## src/rtl/lm_pkg.sv

```systemverilog
package lm_pkg;

    typedef enum logic [1:0] {
        GNT_NONE   = 2'd0,
        GNT_CMD    = 2'd1,
        GNT_QUEUE  = 2'd2,
        GNT_DIRECT = 2'd3
    } grant_t;

    typedef enum logic {
        ACC_IDLE = 1'b0,
        ACC_RUN  = 1'b1
    } acc_state_t;

endpackage

```

## src/rtl/lm_fifo.sv

```systemverilog
module lm_fifo #(
    parameter int W         = 8,
    parameter int DEPTH     = 4,
    parameter bit OVERWRITE = 1'b0
) (
    input  logic         clk,
    input  logic         rst_n,
    input  logic         push,
    input  logic [W-1:0] din,
    input  logic         pop,
    output logic [W-1:0] dout,
    output logic         empty,
    output logic         full,
    output logic         drop
);
    localparam int PTR_W = (DEPTH > 1) ? $clog2(DEPTH) : 1;
    localparam int CNT_W = $clog2(DEPTH + 1);

    logic [W-1:0]     store [DEPTH];
    logic [PTR_W-1:0] rd_ptr, wr_ptr;
    logic [CNT_W-1:0] count;
    logic             do_pop, do_push, ovw, advance_rd;

    assign empty  = (count == '0);
    assign full   = (count == CNT_W'(DEPTH));
    assign do_pop = pop && !empty;

    generate
        if (OVERWRITE) begin : g_ovw
            assign ovw     = push && full && !do_pop;
            assign do_push = push;
        end else begin : g_hold
            assign ovw     = 1'b0;
            assign do_push = push && (!full || do_pop);
        end
    endgenerate

    assign advance_rd = do_pop || ovw;
    assign drop       = ovw;
    assign dout       = store[rd_ptr];

    function automatic logic [PTR_W-1:0] bump(input logic [PTR_W-1:0] p);
        return (p == PTR_W'(DEPTH - 1)) ? '0 : p + 1'b1;
    endfunction

    always_ff @(posedge clk) begin
        if (do_push) store[wr_ptr] <= din;
    end

    always_ff @(posedge clk) begin
        if (!rst_n) begin
            rd_ptr <= '0;
            wr_ptr <= '0;
            count  <= '0;
        end else begin
            if (do_push)    wr_ptr <= bump(wr_ptr);
            if (advance_rd) rd_ptr <= bump(rd_ptr);
            if (do_push && !advance_rd)      count <= count + 1'b1;
            else if (!do_push && advance_rd) count <= count - 1'b1;
        end
    end

    generate
        if (OVERWRITE) begin : g_ovw_chk
            p_full_after_drop_r9: assert property (@(posedge clk) disable iff (!rst_n)
                drop |=> full);
        end else begin : g_hold_chk
            p_pend_room_r10: assert property (@(posedge clk) disable iff (!rst_n)
                (push && full) |-> pop);
        end
    endgenerate

    p_count_bound_r9: assert property (@(posedge clk) disable iff (!rst_n)
        count <= CNT_W'(DEPTH));

endmodule

```

## src/rtl/lm_accum.sv

```systemverilog
module lm_accum
    import lm_pkg::*;
#(
    parameter int FLD_W = 8
) (
    input  logic             clk,
    input  logic             rst_n,
    input  logic             dat_valid,
    input  logic [FLD_W-1:0] dat_be,
    input  logic             dat_last,
    input  logic             len_mode,
    output logic             done,
    output logic [FLD_W-1:0] value
);
    acc_state_t       state, state_nx;
    logic [FLD_W-1:0] acc, acc_base;

    assign acc_base = (state == ACC_IDLE) ? '0 : acc;
    assign value    = len_mode ? acc_base + 1'b1 : (acc_base | dat_be);
    assign done     = dat_valid && dat_last;

    always_comb begin
        state_nx = state;
        unique case (state)
            ACC_IDLE: if (dat_valid && !dat_last) state_nx = ACC_RUN;
            ACC_RUN:  if (dat_valid && dat_last)  state_nx = ACC_IDLE;
            default:  state_nx = ACC_IDLE;
        endcase
    end

    always_ff @(posedge clk) begin
        if (!rst_n) state <= ACC_IDLE;
        else        state <= state_nx;
    end

    always_ff @(posedge clk) begin
        if (!rst_n)                     acc <= '0;
        else if (dat_valid && dat_last) acc <= '0;
        else if (dat_valid)             acc <= value;
    end

    p_idle_after_last_r4: assert property (@(posedge clk) disable iff (!rst_n)
        (dat_valid && dat_last) |=> (state == ACC_IDLE));

    p_len_first_beat_r5: assert property (@(posedge clk) disable iff (!rst_n)
        (dat_valid && len_mode && state == ACC_IDLE) |-> (value == FLD_W'(1)));

endmodule

```

## src/rtl/late_merge_top.sv

```systemverilog
module late_merge_top
    import lm_pkg::*;
#(
    parameter int IDX_W      = 6,
    parameter int REC_W      = 32,
    parameter int FLD_W      = 8,
    parameter int FLD_LSB    = 8,
    parameter int PEND_DEPTH = 4,
    parameter int SIDE_DEPTH = 4
) (
    input  logic             clk,
    input  logic             rst_n,
    input  logic             cmd_valid,
    input  logic [IDX_W-1:0] cmd_idx,
    input  logic [REC_W-1:0] cmd_rec,
    input  logic             cmd_has_data,
    input  logic             cmd_len_mode,
    input  logic             dat_valid,
    input  logic [FLD_W-1:0] dat_be,
    input  logic             dat_last,
    output logic             mem_we,
    output logic [IDX_W-1:0] mem_addr,
    output logic [REC_W-1:0] mem_wdata,
    output logic [REC_W-1:0] mem_wsel,
    output logic             mem_drop
);
    localparam int PEND_W = IDX_W + 1;
    localparam int SIDE_W = IDX_W + FLD_W;
    localparam logic [REC_W-1:0] FIELD_SEL = REC_W'({FLD_W{1'b1}}) << FLD_LSB;

    grant_t            gnt;
    logic [PEND_W-1:0] pend_head;
    logic              pend_empty, pend_full, pend_drop;
    logic              head_mode;
    logic [IDX_W-1:0]  head_idx;
    logic              upd_done;
    logic [FLD_W-1:0]  upd_val;
    logic [SIDE_W-1:0] side_head;
    logic              side_empty, side_full, side_push, side_pop;

    assign head_mode = pend_head[IDX_W];
    assign head_idx  = pend_head[IDX_W-1:0];

    lm_fifo #(.W(PEND_W), .DEPTH(PEND_DEPTH), .OVERWRITE(1'b0)) u_pend (
        .clk   (clk),
        .rst_n (rst_n),
        .push  (cmd_valid && cmd_has_data),
        .din   ({cmd_len_mode, cmd_idx}),
        .pop   (upd_done),
        .dout  (pend_head),
        .empty (pend_empty),
        .full  (pend_full),
        .drop  (pend_drop)
    );

    lm_accum #(.FLD_W(FLD_W)) u_acc (
        .clk       (clk),
        .rst_n     (rst_n),
        .dat_valid (dat_valid),
        .dat_be    (dat_be),
        .dat_last  (dat_last),
        .len_mode  (head_mode),
        .done      (upd_done),
        .value     (upd_val)
    );

    always_comb begin
        if (cmd_valid)        gnt = GNT_CMD;
        else if (!side_empty) gnt = GNT_QUEUE;
        else if (upd_done)    gnt = GNT_DIRECT;
        else                  gnt = GNT_NONE;
    end

    assign side_pop  = (gnt == GNT_QUEUE);
    assign side_push = upd_done && (gnt != GNT_DIRECT);

    lm_fifo #(.W(SIDE_W), .DEPTH(SIDE_DEPTH), .OVERWRITE(1'b1)) u_side (
        .clk   (clk),
        .rst_n (rst_n),
        .push  (side_push),
        .din   ({head_idx, upd_val}),
        .pop   (side_pop),
        .dout  (side_head),
        .empty (side_empty),
        .full  (side_full),
        .drop  (mem_drop)
    );

    always_comb begin
        mem_we    = 1'b0;
        mem_addr  = '0;
        mem_wdata = '0;
        mem_wsel  = '0;
        unique case (gnt)
            GNT_CMD: begin
                mem_we    = 1'b1;
                mem_addr  = cmd_idx;
                mem_wdata = cmd_rec & ~FIELD_SEL;
                mem_wsel  = '1;
            end
            GNT_QUEUE: begin
                mem_we    = 1'b1;
                mem_addr  = side_head[SIDE_W-1:FLD_W];
                mem_wdata = REC_W'(side_head[FLD_W-1:0]) << FLD_LSB;
                mem_wsel  = FIELD_SEL;
            end
            GNT_DIRECT: begin
                mem_we    = 1'b1;
                mem_addr  = head_idx;
                mem_wdata = REC_W'(upd_val) << FLD_LSB;
                mem_wsel  = FIELD_SEL;
            end
            default: ;
        endcase
    end

    p_cmd_wins_r7: assert property (@(posedge clk) disable iff (!rst_n)
        cmd_valid |-> (mem_we && mem_addr == cmd_idx && mem_wsel == '1));

    p_field_zero_r3: assert property (@(posedge clk) disable iff (!rst_n)
        cmd_valid |-> ((mem_wdata & FIELD_SEL) == '0));

    p_queue_first_r8: assert property (@(posedge clk) disable iff (!rst_n)
        (!cmd_valid && !side_empty) |-> (mem_we && mem_wsel == FIELD_SEL));

    p_beat_has_owner_r10: assert property (@(posedge clk) disable iff (!rst_n)
        dat_valid |-> !pend_empty);

    p_drop_single_r9: assert property (@(posedge clk) disable iff (!rst_n)
        mem_drop |-> (upd_done && cmd_valid));

    p_quiet_r1: assert property (@(posedge clk) disable iff (!rst_n)
        (!cmd_valid && !dat_valid && side_empty) |-> (!mem_we && !mem_drop));

endmodule

```

## config.mk

```make
export PLATFORM = sky130hd
export DESIGN_NAME = late_merge_top
export DESIGN_NICKNAME = d
export VERILOG_FILES = /design/src/rtl/lm_pkg.sv /design/src/rtl/lm_fifo.sv /design/src/rtl/lm_accum.sv /design/src/rtl/late_merge_top.sv
export SDC_FILE = /design/constraint.sdc
export NUM_CORES = 1
export LEC_CHECK = 0
export BUFFER_PORTS_ARGS = -buffer_cell sky130_fd_sc_hd__buf_2
export CAP_MARGIN = 30
export CELL_PAD_IN_SITES_DETAIL_PLACEMENT = 1
export CELL_PAD_IN_SITES_GLOBAL_PLACEMENT = 1
export CORE_UTILIZATION = 36
export DETAILED_ROUTE_END_ITERATION = 7
export PLACE_DENSITY = 0.78
export SYNTH_ARGS = -nofsm -noshare
export SYNTH_HDL_FRONTEND = slang
export SYNTH_SLANG_ARGS = --single-unit
```

## constraint.sdc

```tcl
create_clock -name clk -period 3.4 [get_ports clk]
set_input_delay 0.17 -clock clk [delete_from_list [all_inputs] [get_ports clk]]
set_output_delay 0.17 -clock clk [all_outputs]
set_load 0.01 [all_outputs]
```

# Word-level counts from Yosys, hierarchy flattened
# Memories as Yosys holds them, arrays and structs flattened. A register that Yosys moved wholly into a read port is not among the register bits.
# Index checks and enable logic that the tools add are counted.
# op_classes
n_addsub	9
eq_ne	10
muxes	28
n_bitwise	3
reduce_logical	31
# ops
op	n
32-bit one-hot mux with 3 select lines	1
32-bit one-hot mux with 2 select lines	1
2-bit two-way mux	11
6-bit one-hot mux with 3 select lines	1
8-bit two-way mux	2
1-bit logical AND	13
2-bit == test (second input constant)	6
3-bit two-way mux	4
1-bit zero test	9
2-bit by 1-bit adder with 2-bit output (second input constant)	4
8-bit by 1-bit adder with 8-bit output (second input constant)	1
8-bit OR	1
1-bit two-way mux	7
3-bit by 1-bit adder with 3-bit output (second input constant)	2
3-bit == test (second input constant)	2
3-bit zero test	2
3-bit by 1-bit subtractor with 3-bit output (second input constant)	2
2-bit nonzero test	2
2-bit OR reduction	2
3-bit OR reduction	1
2-bit by 1-bit == test with 1-bit output (second input constant)	1
1-bit logical OR	2
2-bit != test (second input constant)	1
1-bit inverter	2
1-bit one-hot mux with 2 select lines	1
# totals
register_bits	23
mem_bits_rw	84
elab_cells	91
mem_count	2
# memory_table
memory	words	word_bits	read_ports	rd_clocked_by_memory_dff	write_ports	line_no	source
u_side.store	4	14	1	1	1	lm_fifo.sv:19	logic [W-1:0] store [DEPTH];
u_pend.store	4	7	1	1	1	lm_fifo.sv:19	

# Depth between registers and ports, before layout
# depth
depth_word	12
mapped_depth	9
depth_no_buf	9

# Cells and area by module
# From an unflattened synthesis, not the netlist that was laid out.
# unflattened
cells_unflattened	408
area_unflattened_um2	5408.9
# modules_own_cells
mod	n_inst	cells_per_inst	area_each_um2
lm_fifo at u_side	1	124	2509.9
lm_fifo at u_pend	1	90	1521.5
late_merge_top	1	118	753.2
lm_accum	1	76	624.3

# Least setup slack after synthesis
# OpenSTA, ideal clock, no wires.
# synth_path
path_kind	reg-to-reg
from	register u_pend.count[0]
to	register u_pend.count[2]
t_arrival_ps	2268
required_time_ps	3324
setup_slack_ps	1057
stages_incl_launch_ff	8
cell_sequence	dfxtp_1 o311ai_0 ha_1 inv_1 fa_1 xor2_1 or3_1 a21boi_0
# synth_between
elab_chain_len	8
word_cells_on_any_way	16
classes_between	2 x add/sub; 1 x eq/ne; 2 x mux; 11 x reduce/logical
# synth_rtl
item	line_no	source
start: declaration	lm_fifo.sv:21	logic [CNT_W-1:0] count;
start signal: assignment	lm_fifo.sv:58	if (do_push && !advance_rd) count <= count + 1'b1;
start signal: assignment	lm_fifo.sv:59	else if (!do_push && advance_rd) count <= count - 1'b1;
parallel branches: the longest is 8 deep, another holds 3-bit by 1-bit subtractor with 3-bit output	--	
# Several ways; the timed one is not identified. The select of a mux whose other input is x is not followed.
# A chain may end at the register's enable or synchronous reset.

==> metrics <==
fmax 0.3468 GHz; fin crit share 0.8481; post-route design area 0.006110 mm2; Routed Antenna Nets 0; Post-DP Area 0.005847 mm2; drt first-iter violations 207; post-layout minimum cycle time 2.883 ns; Power Internal 0.002480 W; CP Capture Type primary output; status completed; post-CTS sizing 0; Clock Sinks 111; Worst VDD drop 223.0 uV; EDFF count, synth 84; post-detail-place hpwl 8826 um; root buf cell clkbuf_16; H-tree level count 3; Total GRT Usage 0.1668; Reg power frac 0.481; layout cells sized above 1 0.3272; core area 0.01410 mm2; Fin Clk Skew 0.006775 ns; FF-to-FF End u_pend.count[2]; Psw 0.001043 W; commonest non-fill, non-tap cell in the layout buf_2; required time of the critical path 3.23 ns; Leak 2.332 nW; hold buffers post-CTS 0; Post-CTS Setup Repair Bufs 0; Clock power frac 0.275; Final GP Congestion 0.8286; reg2reg start u_pend.count[0]; fillcell total 1520; Max Root-Sink Buffers 2; flop-to-flop setup slack 0.76 ns; GRT overflow 0; Max FO, Critical Path 17; yosys warns 0; Syn Inst Count 396; Worst setup endpoint mem_wdata[11]; final cell count without fillers 666; Vias 3393; n_diodes 0; Yosys top cell area share 0.4759; drt wl/cell 18.53 um; die area 0.01521 mm2; slew margin rel. 0.3994; Initial Util 0.3760; Mapped Nets 464; initial antenna violation count 0; WP data arrival 2.71 ns; Max Cap Viol 0; prevailing post-synth register cell edfxtp_1; Slew @ Worst Pin 0.8897 ns; IO Port Bufs 116; commonest cells after routing, fill and taps aside buf_2 (116), edfxtp_1 (84), and2_1 (38); PwrDens 576.7 mW/mm2; top post-synthesis cells by area edfxtp_1 (48%), dfxtp_1 (10%), mux4_2 (7.6%), buf_4 (4.5%), and2_1 (4.5%); HP Class primary input to flip-flop; Post-Route Setup TNS 0 ns; TritonCTS buffer count 9; CTS tree done; IO Pins 125; Nets 550; CP Launch Type flip-flop; drt total wl 12340 um; Hold Vio Cnt, Final 0; mapped cell area 0.005300 mm2; final setup vio count 0; first-pass GRT wire length 18950 um; leading area contributor after synthesis edfxtp_1; DRC Markers 0; Comb power frac 0.245; clock network latency to the later pin of the worst-skew pair 0.35 ns; synthesis-stage register bit count 111; die height 123.3 um; final core utilization 0.4334; Clock transition at path regs 0.07 ns; RSZ-0062 raised after global routing no; Crit Path Class flip-flop to primary output; Vias per Instance 5.095; Unique masters post-synth 52; sequential fraction of the synthesis area 0.5779; placed cells 651; largest net degree at the start of global routing 32; mean post-synth cell area 13.38 um2; die width 123.3 um; Post-synth ARST share 0; P&R area growth vs syn 15.27%; Slew Limit Fails 0; Rows 43; r2r worst-path depth 7; number of global-route vias before repair 3612; first-pass iteration count of the detailed router 4; Switching Share 0.2960
worst max-delay path, stage by stage, from the launching register on:
cell and delay (ns):
dfxtp_1 0.64, mux4_2 0.77, nor3b_1 0.23, a221o_1 0.35, a22o_1 0.24, buf_2 0.13
through the flow:
step / total power (W) / setup WS (ns) / hold slack, ns
after floorplan: 0.002325 / 1.057 / 0.2689
final: 0.003523 / 0.5166 / 0.04594
after CTS: 0.003559 / 0.4692 / 0.04238
after global routing: 0.003706 / 0.3860 / 0.05024
after global placement: 0.002544 / 0.8952 / 0.3817
after detailed placement: 0.002596 / 0.7349 / 0.4025
kinds of logic (layout without fill, tap and decap cells):
kind of cell | Yosys count | in the layout | synth area share
xor gates and xnor gates | 7 | 7 | 0.01157
buffers and inverters | 59 | 149 | 0.06657
AOI/OAI and AO/OA | 48 | 48 | 0.06493
DFF | 111 | 111 | 0.5779
adders and majority gates | 15 | 15 | 0.03824
muxes | 32 | 32 | 0.1124
and+or+nand+nor | 124 | 124 | 0.1284
registers in the layout, indices dropped and copies added, names as in the netlist, named ones only:
| register | flops |
|---|---|
| u_side.wr_ptr | 2 |
| u_pend.rd_ptr | 2 |
| u_side.count | 3 |
| u_acc.acc | 8 |
| u_pend.store | 28 |
| u_side.store | 56 |
| u_pend.count | 3 |
| u_pend.wr_ptr | 2 |
| u_side.rd_ptr | 2 |
cell usage after synthesis (4+ instances only):
cell type and count:
nand2_1 34, a22oi_1 6, inv_1 11, xor2_1 4, edfxtp_1 84, nand3_1 7, dfxtp_1 27, clkbuf_1 12
o21ai_0 9, and2_1 38, mux4_2 18, a21oi_1 8, ha_1 13, a21boi_0 4, buf_4 32, nor2_1 9
mux2i_1 10, nor2b_1 14
worst min-delay path by stage:
stage,cells past startpoint,startpoint,to
3_5_place_dp,1,cmd_len_mode,u_pend.store[1][6]
5_1_grt,1,cmd_len_mode,u_pend.store[2][6]
2_1_floorplan,0,cmd_idx[0],u_pend.store[0][0]
4_1_cts,1,cmd_len_mode,u_pend.store[0][6]
3_3_place_gp,1,cmd_len_mode,u_pend.store[2][6]
6_report,1,cmd_len_mode,u_pend.store[0][6]
cell type report:
class | count | area, um2 | share of cell area
Clock buffer | 11 | 232.7 | 0.03809
Clock inverter | 4 | 30.03 | 0.004915
Inverter | 11 | 41.29 | 0.006758
Multi-Input combinational cell | 226 | 1884 | 0.3084
Sequential cell | 111 | 3063 | 0.5013
Tap cell | 180 | 225.2 | 0.03686
Timing Repair Buffer | 123 | 633.1 | 0.1036
power groups by stage:
stage	Sequential, W	Clock (W)	Combinational [W]
6_report	0.00169	0.000968	0.000861
4_1_cts	0.00170	0.000982	0.000878
3_3_place_gp	0.00172	0	0.000828
5_1_grt	0.00171	0.00104	0.000950
3_5_place_dp	0.00173	0	0.000866
2_1_floorplan	0.00165	0	0.000672
per-layer routing:
layer,global-route usage,vias up,share of wire
met2,0.3055,41,0.54
li1,-,1599,-
met5,0,-,0
met1,0.1949,1742,0.42
met3,0.03459,11,0.024
met4,0.04895,0,0.013
Power figures use the tool's default switching activity.
